==> src/rtl/addsub_pkg.sv <==
package addsub_pkg;
  // Signed overflow from sign bits alone: like-signed inputs, opposite-signed result.
  function automatic logic sign_ovf(input logic a_msb, input logic b_msb, input logic s_msb);
    return (a_msb & b_msb & ~s_msb) | (~a_msb & ~b_msb & s_msb);
  endfunction
endpackage

==> src/rtl/fa_cell.sv <==
module fa_cell (
  input  logic x_i,
  input  logic y_i,
  input  logic c_i,
  output logic s_o,
  output logic c_o
);
  logic gen, prop;
  assign gen = x_i & y_i;
  assign prop = x_i | y_i;
  assign s_o = x_i ^ y_i ^ c_i;
  assign c_o = gen | (prop & c_i);
endmodule

==> src/rtl/ripple_chain.sv <==
module ripple_chain #(
  parameter int WIDTH = 8
) (
  input  logic [WIDTH-1:0] x_i,
  input  logic [WIDTH-1:0] y_i,
  input  logic             cin_i,
  output logic [WIDTH-1:0] s_o,
  output logic [WIDTH:0]   c_o
);
  assign c_o[0] = cin_i;

  for (genvar i = 0; i < WIDTH; i++) begin : g_stage
    fa_cell u_fa (
      .x_i(x_i[i]),
      .y_i(y_i[i]),
      .c_i(c_o[i]),
      .s_o(s_o[i]),
      .c_o(c_o[i+1])
    );
  end
endmodule

==> src/rtl/operand_cond.sv <==
module operand_cond #(
  parameter int WIDTH = 8
) (
  input  logic [WIDTH-1:0] b_i,
  input  logic             sub_i,
  output logic [WIDTH-1:0] b_o
);
  // Bitwise XOR with the control yields one's complement when subtracting.
  for (genvar i = 0; i < WIDTH; i++) begin : g_inv
    assign b_o[i] = b_i[i] ^ sub_i;
  end
endmodule

==> src/rtl/addsub_flags.sv <==
module addsub_flags #(
  parameter int WIDTH = 8
) (
  input  logic [WIDTH-1:0] a_i,
  input  logic [WIDTH-1:0] b_i,
  input  logic             sub_i,
  output logic [WIDTH-1:0] sum_o,
  output logic             carry_o,
  output logic             ovf_o
);
  import addsub_pkg::*;

  localparam int MSB = WIDTH - 1;

  logic [WIDTH-1:0] b_eff;
  logic [WIDTH:0]   carries;

  operand_cond #(.WIDTH(WIDTH)) u_cond (
    .b_i  (b_i),
    .sub_i(sub_i),
    .b_o  (b_eff)
  );

  ripple_chain #(.WIDTH(WIDTH)) u_chain (
    .x_i  (a_i),
    .y_i  (b_eff),
    .cin_i(sub_i),
    .s_o  (sum_o),
    .c_o  (carries)
  );

  assign carry_o = carries[WIDTH];
  assign ovf_o   = carries[WIDTH] ^ carries[MSB];

  logic [WIDTH:0] ref_add;
  logic [WIDTH:0] ref_sub;
  assign ref_add = {1'b0, a_i} + {1'b0, b_i};
  assign ref_sub = {1'b0, a_i} - {1'b0, b_i};

  always_comb begin
    assert_add_sum_R1: assert (sub_i || sum_o == ref_add[MSB:0])
      else $error("adder sum mismatch");
    assert_sub_diff_R2: assert (!sub_i || sum_o == ref_sub[MSB:0])
      else $error("subtractor difference mismatch");
    assert_add_carry_R3: assert (sub_i || carry_o == ref_add[WIDTH])
      else $error("add carry mismatch");
    assert_no_borrow_R4: assert (!sub_i || carry_o == (a_i >= b_i))
      else $error("borrow flag mismatch");
    assert_ovf_forms_agree_R6: assert (ovf_o == sign_ovf(a_i[MSB], b_i[MSB] ^ sub_i, sum_o[MSB]))
      else $error("overflow forms disagree");
  end
endmodule

==> config.mk <==
export PLATFORM = sky130hd
export DESIGN_NAME = addsub_flags
export DESIGN_NICKNAME = d
export VERILOG_FILES = /design/src/rtl/addsub_pkg.sv /design/src/rtl/fa_cell.sv /design/src/rtl/ripple_chain.sv /design/src/rtl/operand_cond.sv /design/src/rtl/addsub_flags.sv
export SDC_FILE = /design/constraint.sdc
export NUM_CORES = 1
export LEC_CHECK = 0
export BUFFER_PORTS_ARGS = -buffer_cell sky130_fd_sc_hd__buf_2
export CAP_MARGIN = 0
export CORE_AREA = 2 2 39 41
export DETAILED_ROUTE_END_ITERATION = 8
export DIE_AREA = 0 0 41 43
export SYNTH_ARGS = -nofsm -noshare
export SYNTH_HDL_FRONTEND = slang
export SYNTH_SLANG_ARGS = --single-unit
==> constraint.sdc <==
create_clock -name vclk -period 5.2
set_clock_uncertainty 0.15 [all_clocks]
set_input_delay 1.3 -clock vclk [all_inputs]
set_output_delay 1.3 -clock vclk [all_outputs]
set_load 0.1 [all_outputs]
==> impl_metrics.py, run 1 <==
metrics = {
    "status": {
        "status": "finished, violations left",
        "violations": "negative setup slack",
    },
    "sta": {
        "slew_violations": 0,
        "fin_crit_ns": 5.67,
        "grt_setup_unrepaired": "yes",
        "hold_viol_final": 0,
        "setup_violations": 4,
        "fmax_mhz": 176,
        "setup_ws_ns": -0.468,
        "period_share_pct": 109,
        "final.setup.tns_ns": -1.40,
        "tightest_slew_ns": 0.483,
        "worst_slew_margin_rel_pct": 68.0,
    },
    "synth": {
        "synth_area_sq_um": 332,
        "syn_inst": 34,
        "synth.largest_area_cell": "fa_1",
        "synth_area_leaders": "fa_1 42%, buf_4 18%, xor2_1 13%",
        "yosysWarnings": 0,
        "synth_top_cell_area_share_pct": 42.3,
        "synth.distinct_cells": 7,
        "syn_area_per_cell_sq_um": 9.75,
        "syn-num-nets": 58,
        "ys_seq_area_share_pct": 0,
    },
    "worst_setup_path": {
        "crit_top_cell": "fa_2",
        "critPathRequiredTime_ns": 3.75,
        "crit_path_max_fanout": 2,
        "max_stage_delay_ns": 0.38,
        "endpoint": "ovf_o",
        "worstPathCellList": "buf_6 -> mux2_4 -> fa_2 -> fa_2 -> fa_2 -> inv_2 -> fa_2 -> fa_2 -> fa_2 -> inv_2 -> fa_2 -> xnor2_4 -> buf_12",
        "cp_slowest_cell": "fa_2",
        "startpoint": "b_i[0]",
        "cp-end-kind": "output pin",
        "cp-start-kind": "input pin",
        "path_class": "input pin to output pin",
        "cp.arrival_ns": 4.22,
    },
    "detailed_routing": {
        "drtIter0Drc": 1,
        "drt-total-wl_um": 565,
        "dr.pass1.iters": 3,
        "drc": 0,
        "viasPerCell": 3.59,
        "routedWlPerCell_um": 7.53,
        "postRouteAntennaNets": 0,
        "vias": 269,
    },
    "global_routing": {
        "grt-ovfl-total": 0,
        "track_usage_pct": 7.77,
        "grt_max_degree": 7,
        "grt_pass1_wl_um": 1020,
        "first_global_vias": 250,
        "antenna_found_initial": 0,
    },
    "placement": {
        "gp_congestion": 0.466,
        "dp_hpwl_um": 535,
        "port_buffers": 27,
    },
    "job": {
        "max_cap_violations": 0,
    },
    "floorplan": {
        "die_area_sq_um": 1760,
        "start_util_pct": 24.0,
        "core.rowCount": 14,
        "core_sq_um": 1380,
        "die_w_um": 41,
        "boundaryPins": 27,
        "die_y_um": 43,
    },
    "power_and_ir_drop": {
        "total_power_uw": 280,
        "p_per_area_nw_per_um2": 458,
        "leakage_uw": 0.000305,
        "vdd_drop_max_mv": 0.208,
    },
    "layout": {
        "fillers": 130,
        "seq_cell_count": 0,
        "regArea_sq_um": 0,
        "drive_above_1_share_pct": 79.7,
        "diodes": 0,
        "fin_util_pct": 44.1,
        "syn_to_final_growth_pct": 84.2,
        "nets": 85,
        "clkbuf_count": 0,
    },
    "clocking": {
        "cts_hold_buf": 0,
    },
    "hold_path": {
        "hp-class": "input pin to output pin",
    },
}
==> cell type report <==
type	instances	area, sq um	share of cell area [%]
inverters	8	30.0	4.92
repair buffers	34	290	47.5
well taps	16	20.0	3.28
multi-input cells	17	270	44.3
==> logic make-up (layout without fill, tap and decap cells) <==
family	count (synthesis)	count (layout)	share of synthesized area [%]
mux	1	1	3.40
xor+xnor	9	9	23.8
fa+ha+maj	7	7	42.3
buf+inv	17	42	30.6
==> synth_stat cells <==
cell,instances
inv_1,8
buf_6,1
xor2_1,5
buf_4,8
xnor2_1,4
mux2_2,1
fa_1,7
==> worst max-delay path: cells and delay by family <==
family | cells | cell delay, ns
xor gates and xnor gates | 1 | 0.19
adders and majority gates | 7 | 2.03
buffers and inverters | 4 | 0.40
muxes | 1 | 0.29
==> metrics by stage <==
stage	setup slack, ns	hold WS, ns	cell area, sq um	cells
floorplan	-1.08	2.71	405	34
global placement	-0.539	2.89	576	72
detailed placement	-0.566	2.90	576	72
CTS	-0.484	2.95	603	74
global route	-0.555	2.96	611	75
finish	-0.468	2.95	611	75
==> layer usage <==
| metal | wire (um) | vias to the layer above | track usage (%) |
|---|---|---|---|
| li1 | - | 136 | - |
| met1 | 192 | 124 | 10.8 |
| met2 | 327 | 9 | 13.8 |
| met3 | 45 | 0 | 0 |
| met4 | 0 | 0 | 0 |
| met5 | 0 | - | 0 |
==> worst min path at each step <==
stage	from	to	slack [ns]	cells after the start
4_1_cts	b_i[0]	sum_o[0]	2.95	4
3_3_place_gp	b_i[0]	sum_o[0]	2.89	3
3_5_place_dp	b_i[0]	sum_o[0]	2.90	3
6_report	a_i[7]	sum_o[7]	2.95	3
2_1_floorplan	a_i[0]	sum_o[0]	2.71	2
5_1_grt	a_i[7]	sum_o[7]	2.96	3
==> report_power, final <==
part           internal, uW  switching (uW)  leakage (uW)
Clock                     0               0             0
Sequential                0               0             0
Combinational          90.6             189      0.000305
==> timing repair <==
item | in CTS | in global routing
setup endpoints to repair | 4 | 5
pin swaps | 3 | 0
cloned | 0 | 0
resized for setup | 3 | 1
setup buffers | 2 | 1
==> cell usage in the layout, fill, tap and decap left out <==
cell / netlist / final
xnor2_4: 0 / 1
buf_4: 8 / 7
buf_12: 0 / 6
xor2_1: 5 / 5
inv_1: 8 / 4
inv_2: 0 / 4
mux2_4: 0 / 1
buf_2: 0 / 19
buf_6: 1 / 2
xnor2_1: 4 / 3
fa_2: 0 / 7
No activity file was read; power rests on OpenSTA's default activity.
==> inputs of run 2 (changes only) <==
--- a/config.mk
+++ b/config.mk
@@ -13,3 +13,4 @@
 export SYNTH_ARGS = -nofsm -noshare
 export SYNTH_HDL_FRONTEND = slang
 export SYNTH_SLANG_ARGS = --single-unit
+export TNS_END_PERCENT = 30
==> impl_metrics.py, run 2 (synthesis results as in run 1) <==
metrics = {
    "status": {
        "status": "finished, violations left",
        "violations": "negative setup slack",
    },
    "layout": {
        "clkbuf_count": 0,
        "nets": 83,
        "mostFrequentLayoutCell": "buf_2",
        "drive_above_1_share_pct": 77.2,
        "syn_to_final_growth_pct": 79.6,
        "diodes": 0,
        "regArea_sq_um": 0,
        "fin_area_sq_um": 596,
        "seq_cell_count": 0,
        "fillers": 145,
        "mostFrequentLayoutCells": "19 x buf_2, 7 x fa_2, 6 x buf_12",
    },
    "sta": {
        "period_share_pct": 109,
        "setup_ws_ns": -0.456,
        "slew_violations": 0,
        "hold_viol_final": 0,
        "final.setup.tns_ns": -1.34,
        "grt_setup_unrepaired": "yes",
        "fmax_mhz": 177,
        "setup_violations": 4,
        "worst_slew_margin_rel_pct": 67.7,
        "fin_crit_ns": 5.66,
        "tightest_slew_ns": 0.487,
    },
    "detailed_routing": {
        "dr.pass1.iters": 1,
        "routedWlPerCell_um": 8.95,
        "drtIter0Drc": 0,
        "viasPerCell": 3.82,
        "vias": 279,
        "drc": 0,
        "postRouteAntennaNets": 0,
        "drt-total-wl_um": 653,
    },
    "global_routing": {
        "grt_max_degree": 7,
        "first_global_vias": 266,
        "grt_pass1_wl_um": 993,
        "grt-ovfl-total": 0,
        "track_usage_pct": 7.99,
        "antenna_found_initial": 0,
    },
    "clocking": {
        "cts_hold_buf": 0,
    },
    "placement": {
        "port_buffers": 27,
        "dp_hpwl_um": 667,
        "pre_cts_slack_ns": -0.599,
        "gp_congestion": 0.666,
        "postPlaceCellArea_sq_um": 579,
    },
    "worst_setup_path": {
        "critPathRequiredTime_ns": 3.75,
        "cp-start-kind": "input pin",
        "cp.arrival_ns": 4.21,
        "crit_path_max_fanout": 2,
        "path_class": "input pin to output pin",
        "cp-end-kind": "output pin",
    },
    "job": {
        "max_cap_violations": 0,
    },
    "floorplan": {
        "die_w_um": 41,
        "die_y_um": 43,
        "core_sq_um": 1380,
        "start_util_pct": 24.0,
        "boundaryPins": 27,
        "die_area_sq_um": 1760,
        "core.rowCount": 14,
    },
    "hold_path": {
        "hp-class": "input pin to output pin",
    },
    "power_and_ir_drop": {
        "leakage_uw": 0.000297,
        "vdd_drop_max_mv": 0.273,
        "p_per_area_nw_per_um2": 465,
    },
}
==> run 2: metal layers <==
| metal | GRT usage (%) | up-vias | wire length [um] |
|---|---|---|---|
| li1 | - | 132 | - |
| met1 | 8.55 | 125 | 177 |
| met2 | 15.0 | 22 | 359 |
| met3 | 2.62 | 0 | 116 |
| met4 | 0 | 0 | 0 |
| met5 | 0 | - | 0 |
==> run 2: power by group <==
part	switching, uW	internal [uW]	leakage (uW)	total [uW]
Clock	0	0	0	0
Combinational	190	87.5	0.000297	277
Sequential	0	0	0	0
==> run 2: per-stage QoR <==
stage	power [uW]	instances	utilization (%)	hold slack (ns)
finish	277	73	43.0	2.95
floorplan	216	34	-	2.71
global placement	276	73	41.9	2.94
global route	290	73	43.0	2.96
CTS	280	73	43.0	2.96
detailed placement	278	73	41.9	2.94
==> run 2: final timing paths <==
path	start	endpoint	slack (ns)	depth (start not counted)
worst min-delay path	b_i[0]	sum_o[0]	2.95	4
worst max-delay path	b_i[0]	ovf_o	-0.46	13
==> run 2: area by class of cell <==
class | count | area (sq um) | area share, %
Inverter | 8 | 30.0 | 5.04
Multi-Input combinational cell | 17 | 270 | 45.4
Tap cell | 16 | 20.0 | 3.36
Timing Repair Buffer | 32 | 275 | 46.2
==> run 2: repair_timing <==
action,4_1_cts,5_1_grt
gates resized for setup,5,0
buffers inserted,0,0
hold endpoints to repair,0,0
setup endpoints to repair,5,4
pin swaps,4,0
==> run 2: critical path: stages <==
cell and delay, ns:
buf_6 0.09, mux2_4 0.29, fa_2 0.34, fa_2 0.34, fa_2 0.34, inv_2 0.06
fa_2 0.20, fa_2 0.20, fa_2 0.21, inv_2 0.04, fa_2 0.39, xnor2_4 0.20
buf_12 0.19
